==> src/rtl/ptw_pkg.sv <==
package ptw_pkg;
  localparam int PA_W     = 36;
  localparam int PG_SHIFT = 12;

  typedef enum logic [1:0] {ACC_READ = 2'd0, ACC_WRITE = 2'd1, ACC_EXEC = 2'd2} acc_e;
  typedef enum logic [1:0] {FC_NONE = 2'd0, FC_INVALID = 2'd1, FC_PROT = 2'd2} fcause_e;
  typedef enum logic [1:0] {ST_IDLE, ST_RD, ST_WB} walk_st_e;
endpackage

==> src/rtl/ptw_addr_gen.sv <==
module ptw_addr_gen
  import ptw_pkg::*;
#(
  parameter int IDX_W = 8
) (
  input  logic [31:0]      ptr_i,
  input  logic [IDX_W-1:0] idx_i,
  output logic [PA_W-1:0]  addr_o
);
  // base = (ptr & ~3) << 4, entry = base + 4*idx
  assign addr_o = {ptr_i[31:2], 6'b0} + PA_W'({idx_i, 2'b00});
endmodule

==> src/rtl/ptw_perm_chk.sv <==
module ptw_perm_chk
  import ptw_pkg::*;
(
  input  logic [2:0] code_i,
  input  logic       user_i,
  input  acc_e       acc_i,
  output logic       ok_o
);
  logic [2:0] u_rwx, s_rwx, rwx;

  always_comb begin
    unique case (code_i)
      3'd0: begin u_rwx = 3'b100; s_rwx = 3'b100; end
      3'd1: begin u_rwx = 3'b110; s_rwx = 3'b110; end
      3'd2: begin u_rwx = 3'b101; s_rwx = 3'b101; end
      3'd3: begin u_rwx = 3'b111; s_rwx = 3'b111; end
      3'd4: begin u_rwx = 3'b001; s_rwx = 3'b001; end
      3'd5: begin u_rwx = 3'b100; s_rwx = 3'b110; end
      3'd6: begin u_rwx = 3'b000; s_rwx = 3'b101; end
      default: begin u_rwx = 3'b000; s_rwx = 3'b111; end
    endcase
    rwx = user_i ? u_rwx : s_rwx;
    unique case (acc_i)
      ACC_READ:  ok_o = rwx[2];
      ACC_WRITE: ok_o = rwx[1];
      ACC_EXEC:  ok_o = rwx[0];
      default:   ok_o = 1'b0;
    endcase
  end
endmodule

==> src/rtl/ptw_pte_upd.sv <==
module ptw_pte_upd (
  input  logic [31:0] entry_i,
  input  logic        write_i,
  output logic        is_ptr_o,
  output logic        is_leaf_o,
  output logic [31:0] entry_o,
  output logic        changed_o
);
  assign is_ptr_o  = (entry_i[1:0] == 2'd1);
  assign is_leaf_o = entry_i[1];
  assign entry_o   = entry_i | {25'b0, 1'b0, write_i, 1'b1, 5'b0};
  assign changed_o = (entry_o != entry_i);
endmodule

==> src/rtl/ptw_walker.sv <==
module ptw_walker
  import ptw_pkg::*;
#(
  parameter int CTX_W = 4,
  parameter int L1_W  = 8,
  parameter int L2_W  = 6,
  parameter int L3_W  = 6
) (
  input  logic             clk_i,
  input  logic             rst_ni,
  input  logic             start_i,
  input  logic [31:0]      va_i,
  input  logic [1:0]       acc_i,
  input  logic             user_i,
  input  logic [CTX_W-1:0] ctx_i,
  input  logic [31:0]      ctx_ptr_i,
  output logic             busy_o,
  output logic             done_o,
  output logic [35:0]      pa_o,
  output logic             cacheable_o,
  output logic             fault_o,
  output logic [1:0]       fault_level_o,
  output logic [1:0]       fault_cause_o,
  output logic             mem_req_o,
  output logic             mem_we_o,
  output logic [35:0]      mem_addr_o,
  output logic [31:0]      mem_wdata_o,
  input  logic             mem_rsp_i,
  input  logic [31:0]      mem_rdata_i
);
  localparam int OFF_W = 32 - L1_W - L2_W - L3_W;
  localparam int IDX_A = (CTX_W > L1_W) ? CTX_W : L1_W;
  localparam int IDX_B = (L2_W > L3_W) ? L2_W : L3_W;
  localparam int IDX_W = (IDX_A > IDX_B) ? IDX_A : IDX_B;
  localparam logic [1:0] LAST_LVL = 2'd3;

  walk_st_e         st_q;
  logic [1:0]       lvl_q;
  logic [31:0]      va_q;
  acc_e             acc_q;
  logic             user_q;
  logic [PA_W-1:0]  addr_q;
  logic [31:0]      wdata_q;
  logic             done_q, cach_q, fault_q;
  logic [PA_W-1:0]  pa_q;
  logic [1:0]       flvl_q;
  fcause_e          cause_q;

  logic [IDX_W-1:0] nidx;
  logic [PA_W-1:0]  ctx_addr, next_addr, keep_mask, pa_leaf;
  logic [5:0]       keep_bits;
  logic             is_ptr, is_leaf, changed, perm_ok, leaf_here;
  logic [31:0]      upd_entry;

  always_comb begin
    unique case (lvl_q)
      2'd0:    nidx = IDX_W'(va_q[31 -: L1_W]);
      2'd1:    nidx = IDX_W'(va_q[31-L1_W -: L2_W]);
      default: nidx = IDX_W'(va_q[OFF_W+L3_W-1 -: L3_W]);
    endcase
  end

  ptw_addr_gen #(.IDX_W(IDX_W)) u_ctx_addr (
    .ptr_i(ctx_ptr_i), .idx_i(IDX_W'(ctx_i)), .addr_o(ctx_addr)
  );
  ptw_addr_gen #(.IDX_W(IDX_W)) u_next_addr (
    .ptr_i(mem_rdata_i), .idx_i(nidx), .addr_o(next_addr)
  );

  ptw_pte_upd u_upd (
    .entry_i(mem_rdata_i), .write_i(acc_q == ACC_WRITE),
    .is_ptr_o(is_ptr), .is_leaf_o(is_leaf), .entry_o(upd_entry), .changed_o(changed)
  );

  ptw_perm_chk u_perm (
    .code_i(mem_rdata_i[4:2]), .user_i(user_q), .acc_i(acc_q), .ok_o(perm_ok)
  );

  // low VA bits kept in place for large pages
  always_comb begin
    unique case (lvl_q)
      2'd1:    keep_bits = 6'(L2_W + L3_W + OFF_W);
      2'd2:    keep_bits = 6'(L3_W + OFF_W);
      default: keep_bits = 6'(OFF_W);
    endcase
    keep_mask = (PA_W'(1) << keep_bits) - PA_W'(1);
    pa_leaf   = ({mem_rdata_i[31:8], {PG_SHIFT{1'b0}}} & ~keep_mask)
              | (PA_W'(va_q) & keep_mask);
  end

  assign leaf_here = is_leaf && (lvl_q != 2'd0);

  always_ff @(posedge clk_i or negedge rst_ni) begin
    if (!rst_ni) begin
      st_q    <= ST_IDLE;
      lvl_q   <= '0;
      va_q    <= '0;
      acc_q   <= ACC_READ;
      user_q  <= 1'b0;
      addr_q  <= '0;
      wdata_q <= '0;
      done_q  <= 1'b0;
      cach_q  <= 1'b0;
      fault_q <= 1'b0;
      pa_q    <= '0;
      flvl_q  <= '0;
      cause_q <= FC_NONE;
    end else begin
      done_q <= 1'b0;
      unique case (st_q)
        ST_IDLE: if (start_i) begin
          va_q   <= va_i;
          acc_q  <= acc_e'(acc_i);
          user_q <= user_i;
          addr_q <= ctx_addr;
          lvl_q  <= '0;
          st_q   <= ST_RD;
        end
        ST_RD: if (mem_rsp_i) begin
          if (is_ptr && lvl_q != LAST_LVL) begin
            addr_q <= next_addr;
            lvl_q  <= lvl_q + 2'd1;
          end else begin
            flvl_q <= lvl_q;
            if (leaf_here && perm_ok) begin
              pa_q    <= pa_leaf;
              cach_q  <= mem_rdata_i[7];
              fault_q <= 1'b0;
              cause_q <= FC_NONE;
              if (changed) begin
                wdata_q <= upd_entry;
                st_q    <= ST_WB;
              end else begin
                st_q   <= ST_IDLE;
                done_q <= 1'b1;
              end
            end else begin
              pa_q    <= '0;
              cach_q  <= 1'b0;
              fault_q <= 1'b1;
              cause_q <= leaf_here ? FC_PROT : FC_INVALID;
              st_q    <= ST_IDLE;
              done_q  <= 1'b1;
            end
          end
        end
        ST_WB: if (mem_rsp_i) begin
          st_q   <= ST_IDLE;
          done_q <= 1'b1;
        end
        default: st_q <= ST_IDLE;
      endcase
    end
  end

  assign busy_o        = (st_q != ST_IDLE);
  assign done_o        = done_q;
  assign pa_o          = pa_q;
  assign cacheable_o   = cach_q;
  assign fault_o       = fault_q;
  assign fault_level_o = flvl_q;
  assign fault_cause_o = cause_q;
  assign mem_req_o     = (st_q == ST_RD) || (st_q == ST_WB);
  assign mem_we_o      = (st_q == ST_WB);
  assign mem_addr_o    = addr_q;
  assign mem_wdata_o   = wdata_q;
endmodule

==> config.mk <==
export PLATFORM = sky130hd
export DESIGN_NAME = ptw_walker
export DESIGN_NICKNAME = d
export VERILOG_FILES = /design/src/rtl/ptw_pkg.sv /design/src/rtl/ptw_addr_gen.sv /design/src/rtl/ptw_perm_chk.sv /design/src/rtl/ptw_pte_upd.sv /design/src/rtl/ptw_walker.sv
export SDC_FILE = /design/constraint.sdc
export NUM_CORES = 1
export LEC_CHECK = 0
export CORE_ASPECT_RATIO = 1.5
export CORE_UTILIZATION = 30
export DETAILED_ROUTE_END_ITERATION = 10
export HOLD_SLACK_MARGIN = 0.02
export SETUP_SLACK_MARGIN = 0.02
export SLEW_MARGIN = 25
export SYNTH_ARGS = -nofsm -noshare
export SYNTH_HDL_FRONTEND = slang
export SYNTH_SLANG_ARGS = --single-unit
==> constraint.sdc <==
create_clock -name clk_i -period 3.83 [get_ports clk_i]
set_input_delay 1.149 -clock clk_i [delete_from_list [all_inputs] [get_ports clk_i]]
set_output_delay 1.149 -clock clk_i [all_outputs]
set_load 0.03 [all_outputs]
==> results of run 1 <==
==> routing by layer <==
layer | global-route usage | routed length (um)
met1 | 0.226 | 9110
met2 | 0.330 | 11500
met3 | 0.0458 | 1100
met4 | 0.0847 | 712
met5 | 0 | 0
==> stage by stage <==
stage,worst slack [ns],cells,utilization
2_1_floorplan,0.898,609,-
3_3_place_gp,0.166,1128,0.420
3_5_place_dp,0.145,1128,0.420
4_1_cts,0.595,1160,0.447
5_1_grt,0.405,1161,0.448
6_report,0.606,1161,0.448
==> cell type report <==
cell class | instances | area, um^2
clock buffer | 20 | 447
clock inverter | 12 | 180
fill | 2158 | 12700
multi-input combinational | 410 | 3130
timing repair buffer | 243 | 2420
tap | 315 | 394
inverter | 12 | 45.0
antenna | 1 | 2.50
sequential | 148 | 3700
==> flip-flops by register name (all words and copies together), names as in the netlist <==
name and cells:
pa_o 36, mem_addr_o 34, mem_wdata_o 32, va_q 32
acc_q 2, fault_cause_o 2, fault_level_o 2, lvl_q 2
st_q 2, cacheable_o 1, done_o 1, fault_o 1
user_q 1
==> placed cells by master (no fill, tap or decap), types with 21 or more instances in the layout <==
cell and n:
sky130_fd_sc_hd__a22oi_1 24, sky130_fd_sc_hd__dfrtp_1 148, sky130_fd_sc_hd__mux2i_1 21, sky130_fd_sc_hd__mux2_2 36, sky130_fd_sc_hd__a22o_1 24, sky130_fd_sc_hd__xor2_1 23
sky130_fd_sc_hd__clkdlybuf4s50_1 215, sky130_fd_sc_hd__nand3_1 21, sky130_fd_sc_hd__o21ai_0 44, sky130_fd_sc_hd__buf_4 23, sky130_fd_sc_hd__nand2_1 62, sky130_fd_sc_hd__mux2_4 28
==> critical path, delay by kind of cell <==
kind                     cells  cell delay (ns)
adder cells (fa/ha/maj)      2             0.69
XOR/XNOR                     1             0.16
AND/OR/NAND/NOR              2             0.30
AO/OA/AOI/OAI                2             0.50
buffers and inverters        2             0.72
==> kinds of logic after synthesis <==
kind of cell / Yosys count
DFF: 148
and+or+nand+nor: 148
AOI/OAI and AO/OA: 136
muxes: 85
buffers and inverters: 51
xor gates and xnor gates: 26
adders and majority gates: 13
other: 1
==> power by group <==
| group | total (uW) | internal, uW | switching (uW) | leakage [uW] |
|---|---|---|---|---|
| sequential | 2700 | 2270 | 438 | 0.00187 |
| combinational | 4620 | 2050 | 2580 | 0.00231 |
| clock | 1780 | 1110 | 675 | 0.000300 |
| total | 9110 | 5420 | 3690 | 0.00448 |
==> path summary, 6_finish.rpt <==
| path | cells past startpoint | from | endpoint | slack, ns |
|---|---|---|---|---|
| max in group asynchronous | 2 | rst_ni | mem_wdata_o[17] | 2.46 |
| min reg2reg | 1 | mem_wdata_o[1] | mem_wdata_o[1] | 0.46 |
| max | 9 | mem_rdata_i[2] | mem_addr_o[26] | 0.61 |
| min | 1 | mem_wdata_o[1] | mem_wdata_o[1] | 0.46 |
| max reg2reg | 13 | lvl_q[1] | mem_addr_o[26] | 0.64 |
| min in group asynchronous | 1 | rst_ni | mem_wdata_o[26] | 0.69 |
==> results.sh, run 1 <==
export IMPL_fin_skew_ns=0.0105
export IMPL_grt_ovfl_total=0
export IMPL_netlist_top_cells_area="sky130_fd_sc_hd__dfrtp_1 (52%), sky130_fd_sc_hd__mux2_4 (5.9%), sky130_fd_sc_hd__mux2_2 (5.7%)"
export IMPL_largest_family_of_logic_cells_by_synthesized_area="multiplexers"
export IMPL_grt_antenna_before_repair=1
export IMPL_max_stage_delay_ns=0.49
export IMPL_post_cts_setup_buffer_count=0
export IMPL_cts_path_max_buffers=2
export IMPL_synth_enable_flop_cells=0
export IMPL_synth_main_ff_cell="sky130_fd_sc_hd__dfrtp_1"
export IMPL_average_cell_area_after_synthesis_um2=11.6
export IMPL_setup_viol=0
export IMPL_headroom_to_the_max_slew_limit=0.405
export IMPL_root_buffer="sky130_fd_sc_hd__clkbuf_16"
export IMPL_flip_flop_and_latch_count_after_synthesis=148
export IMPL_synth_adder_area_share=0.0240
export IMPL_synth_lib_cells_used_distinct=53
export IMPL_yosysTopAreaCell="sky130_fd_sc_hd__dfrtp_1"
export IMPL_maximum_number_of_pins_on_one_net_before_global_route_repair=57
export IMPL_timing_critical_path_cells="clkdlybuf4s50_1 > ha_1 > fa_1 > a211oi_1 > nor2_1 > buf_4 > nand4_1 > xor2_1 > o221ai_1"
export IMPL_final_hold_slack_ns=0.465
export IMPL_cts_buffers_inserted=17
export IMPL_synthTopCellsByCount="sky130_fd_sc_hd__dfrtp_1 (148), sky130_fd_sc_hd__nand2_1 (62), sky130_fd_sc_hd__o21ai_0 (45)"
export IMPL_die_w_um=127
export IMPL_post_synth_top_area_fraction=0.523
export IMPL_place_detailed_hpwl_mm=16.3
export IMPL_yosysMostFrequentCell="sky130_fd_sc_hd__dfrtp_1"
export IMPL_clk_latency_ns=0.43
export IMPL_drt_wl_total_mm=22.4
export IMPL_max_cap_viol_count=0
export IMPL_num_nets_final=952
export IMPL_path_max_fanout=8
export IMPL_synthSimpleGateAreaFrac=0.105
export IMPL_total_power_uw=9110
export IMPL_timing_worst_setup_path_type="in2reg"
export IMPL_synth_mux_area_fraction=0.146
export IMPL_setup_total_negative_slack_ns=0
export IMPL_hold_path_class="reg2reg"
export IMPL_ys_seq_area_frac=0.523
export IMPL_finalHoldViolCount=0
export IMPL_drive_above_1_share=0.156
export IMPL_remaining_drc_errors=0
export IMPL_rows=68
export IMPL_place_port_buffers=216
export IMPL_syn_inst=608
export IMPL_io_pins=221
export IMPL_tritoncts="yes"
export IMPL_critPathRequiredTime_ns=4.13
export IMPL_cts_resized_gates=0
export IMPL_vias=5617
export IMPL_clock_input_transition_at_the_sequential_cells_of_the_worst_setup_and_hold_paths_ns=0.06
export IMPL_post_route_period_util=0.842
export IMPL_first_iter_violations=223
export IMPL_clock_sinks=148
export IMPL_detailed_place_area_mm2=0.00969
export IMPL_synth_xor_area_frac=0.0322
export IMPL_power_per_cell_area_mw_per_mm2=883
export IMPL_yosysWarningCount=0
export IMPL_grt_pass1_wl_mm=34.4
export IMPL_maxSlewViolCount=0
export IMPL_cp_slowest_cell="sky130_fd_sc_hd__clkdlybuf4s50_1"
export IMPL_routability_congestion_estimate=0.793
export IMPL_rsz0062_at_grt="no"
export IMPL_cts_hold_buffers_added=0
export IMPL_fp_dieH_um=190
export IMPL_mapped_cell_area_mm2=0.00708
export IMPL_h_tree_level_count=4
export IMPL_fmaxAchievable_mhz=310
export IMPL_vias_per_cell=4.84
export IMPL_die_area_mm2=0.0242
export IMPL_synth_async_reset_ratio=1.00
export IMPL_data_arrival_time_at_the_worst_slack_endpoint_ns=3.52
export IMPL_synthesis_to_finish_area_growth_pct=45.8
export IMPL_worst_pin_slew_ns=0.893
export IMPL_cp_end_kind="register"
export IMPL_synth_compound_area_frac=0.131
export IMPL_floorplan_initialDensity=0.307
export IMPL_groute_usage_overall=0.192
export IMPL_core_mm2=0.0231
export IMPL_detailedRoute_firstPassIterationCount=4
export IMPL_routed_wire_length_per_instance_um=19.3
export IMPL_post_route_min_period_ns=3.22
export IMPL_power_leakage_uw=0.00448
export IMPL_number_of_global_route_vias_before_repair=5739
export IMPL_status="finished, final reports clean"
export IMPL_design_area_mm2=0.0103
export IMPL_maximum_resistive_drop_on_vdd_mv=0.364
export IMPL_cp_start_kind="input port"
export IMPL_postRouteAntennaNets=0
No activity file was read; power rests on OpenSTA's default activity.
==> run 2, diff against run 1 <==
==> constraint.sdc (replaced) <==
create_clock -name clk_i -period 2.95 [get_ports clk_i]
set_input_delay 0.885 -clock clk_i [delete_from_list [all_inputs] [get_ports clk_i]]
set_output_delay 0.885 -clock clk_i [all_outputs]
set_load 0.03 [all_outputs]
==> results.sh, run 2 (synthesis results as in run 1) <==
export IMPL_vias=5765
export IMPL_post_route_period_util=0.937
export IMPL_grt_pass1_wl_mm=35.5
export IMPL_max_cap_viol_count=0
export IMPL_placement_setup_worst_slack_ns=-0.355
export IMPL_groute_usage_overall=0.198
export IMPL_power_net_switching_uw=4900
export IMPL_power_frac_comb=0.517
export IMPL_maximum_resistive_drop_on_vdd_mv=0.500
export IMPL_flip_flop_count_of_the_largest_register_all_copies_and_words_added=36
export IMPL_vias_per_cell=4.82
export IMPL_power_per_cell_area_mw_per_mm2=1130
export IMPL_fp_dieH_um=190
export IMPL_switching_share=0.407
export IMPL_data_arrival_time_at_the_worst_slack_endpoint_ns=1.88
export IMPL_timing_critical_path_cells="inv_1 > ha_1 > clkdlybuf4s50_1"
export IMPL_remaining_drc_errors=0
export IMPL_postRouteAntennaNets=0
export IMPL_place_detailed_hpwl_mm=17.2
export IMPL_ff2ff_setup_slack_ns=0.20
export IMPL_grt_antenna_before_repair=2
export IMPL_critPathRequiredTime_ns=2.07
export IMPL_clkPwrFrac=0.190
export IMPL_status="finished, final reports clean"
export IMPL_cp_start_kind="register"
export IMPL_maxSlewViolCount=0
export IMPL_routability_congestion_estimate=0.791
export IMPL_cp_end_kind="output port"
export IMPL_total_power_uw=12000
export IMPL_timing_worst_setup_path_type="reg2out"
export IMPL_worst_r2r_cell_count=13
export IMPL_cp_slowest_cell="sky130_fd_sc_hd__clkdlybuf4s50_1"
export IMPL_headroom_to_the_max_slew_limit=0.574
export IMPL_cts_buffers_inserted=17
export IMPL_place_port_buffers=216
export IMPL_cts_path_max_buffers=2
export IMPL_root_buffer="sky130_fd_sc_hd__clkbuf_16"
export IMPL_tritoncts="yes"
export IMPL_hold_path_class="in2async"
export IMPL_design_area_mm2=0.0106
export IMPL_clock_sinks=148
export IMPL_multi_input_area_mm2=0.00314
export IMPL_mostFrequentLayoutCells="sky130_fd_sc_hd__clkdlybuf4s50_1 (214), sky130_fd_sc_hd__dfrtp_1 (148), sky130_fd_sc_hd__nand2_1 (62), sky130_fd_sc_hd__buf_4 (57), sky130_fd_sc_hd__o21ai_0 (44)"
export IMPL_worst_pin_slew_ns=0.639
export IMPL_final_hold_slack_ns=0.416
export IMPL_nFillCells=2153
export IMPL_die_area_mm2=0.0242
export IMPL_p_seq_frac=0.293
export IMPL_final_util=0.460
export IMPL_timing_rr_end="mem_addr_o[22]"
export IMPL_post_route_min_period_ns=2.76
export IMPL_core_mm2=0.0231
export IMPL_drt_wl_total_mm=23.1
export IMPL_grt_ovfl_total=0
export IMPL_cts_hold_buffers_added=0
export IMPL_maximum_number_of_pins_on_one_net_before_global_route_repair=63
export IMPL_area_sequential_mm2=0.00370
export IMPL_h_tree_level_count=4
export IMPL_fin_skew_ns=0.00799
export IMPL_number_of_global_route_vias_before_repair=6048
export IMPL_max_stage_delay_ns=0.67
export IMPL_power_leakage_uw=0.00466
export IMPL_first_iter_violations=214
export IMPL_detailed_place_area_mm2=0.00998
export IMPL_clk_latency_ns=0.43
export IMPL_rows=68
export IMPL_synthesis_to_finish_area_growth_pct=50.0
export IMPL_drive_above_1_share=0.196
export IMPL_floorplan_initialDensity=0.307
export IMPL_intPower_uw=7130
export IMPL_fmaxAchievable_mhz=362
export IMPL_final_setup_worst_slack_ns=0.187
export IMPL_rsz0062_at_grt="yes"
export IMPL_io_pins=221
export IMPL_setup_viol=0
export IMPL_routed_wire_length_per_instance_um=19.3
export IMPL_num_nets_final=988
export IMPL_finalHoldViolCount=0
export IMPL_clock_input_transition_at_the_sequential_cells_of_the_worst_setup_and_hold_paths_ns=0.07
export IMPL_detailedRoute_firstPassIterationCount=4
export IMPL_reg2reg_from="lvl_q[1]"
export IMPL_die_w_um=127
export IMPL_path_max_fanout=3
export IMPL_most_frequent_standard_cell_in_the_layout_excluding_fill_and_tap_cells="sky130_fd_sc_hd__clkdlybuf4s50_1"
## run 2: final cells by class
cell class              count  area share
inverters                  12     0.00424
well taps                 315      0.0371
multi-input cells         410       0.296
clock buffers              18      0.0414
clock inverters            14      0.0165
repair buffers            279       0.256
flip-flops and latches    148       0.349
diodes                      1    0.000236
## run 2: worst max-delay path by stage
stage	startpoint	end	slack [ns]	cells after the start
CTS	lvl_q[0]	mem_addr_o[26]	0.04	12
finish	st_q[1]	mem_req_o	0.19	3
global placement	mem_rdata_i[2]	mem_addr_o[26]	-0.30	9
global route	lvl_q[1]	mem_addr_o[26]	0.01	13
floorplan	lvl_q[0]	mem_addr_o[16]	0.03	14
detailed placement	mem_rdata_i[2]	mem_addr_o[22]	-0.36	9
## run 2: through the flow
step / instances / setup TNS, ns
2_1_floorplan: 609 / 0
5_1_grt: 1197 / 0
3_5_place_dp: 1163 / -5.36
6_report: 1197 / 0
3_3_place_gp: 1163 / -3.91
4_1_cts: 1195 / 0
## run 2: critical path: cells and delay by family (launching register included)
kind                     cells  cell delay [ns]
buffers and inverters        2             0.74
flip-flops                   1             0.39
adder cells (fa/ha/maj)      1             0.31
## run 2: power by group through the flow
stage,Sequential [uW],Clock (uW),Combinational [uW]
after floorplan,4670,0,2440
after global placement,3530,0,6180
after detailed placement,3550,0,6240
after CTS,3530,2360,6260
after global routing,3640,2420,6680
final,3520,2290,6220
## run 2: routing by layer
layer | wire (um) | track usage | up-vias | part of all wire
li1 | - | - | 2720 | -
met5 | 13 | 0 | - | 0.00056
met3 | 1060 | 0.0464 | 27 | 0.046
met1 | 9600 | 0.233 | 2845 | 0.41
met2 | 12000 | 0.350 | 171 | 0.52
met4 | 519 | 0.0691 | 2 | 0.022
## run 2: what timing repair did
item                                    4_1_cts  5_1_grt
endpoints found under the setup margin        0       14
buffers inserted                              0        1
resized for setup                             0        4
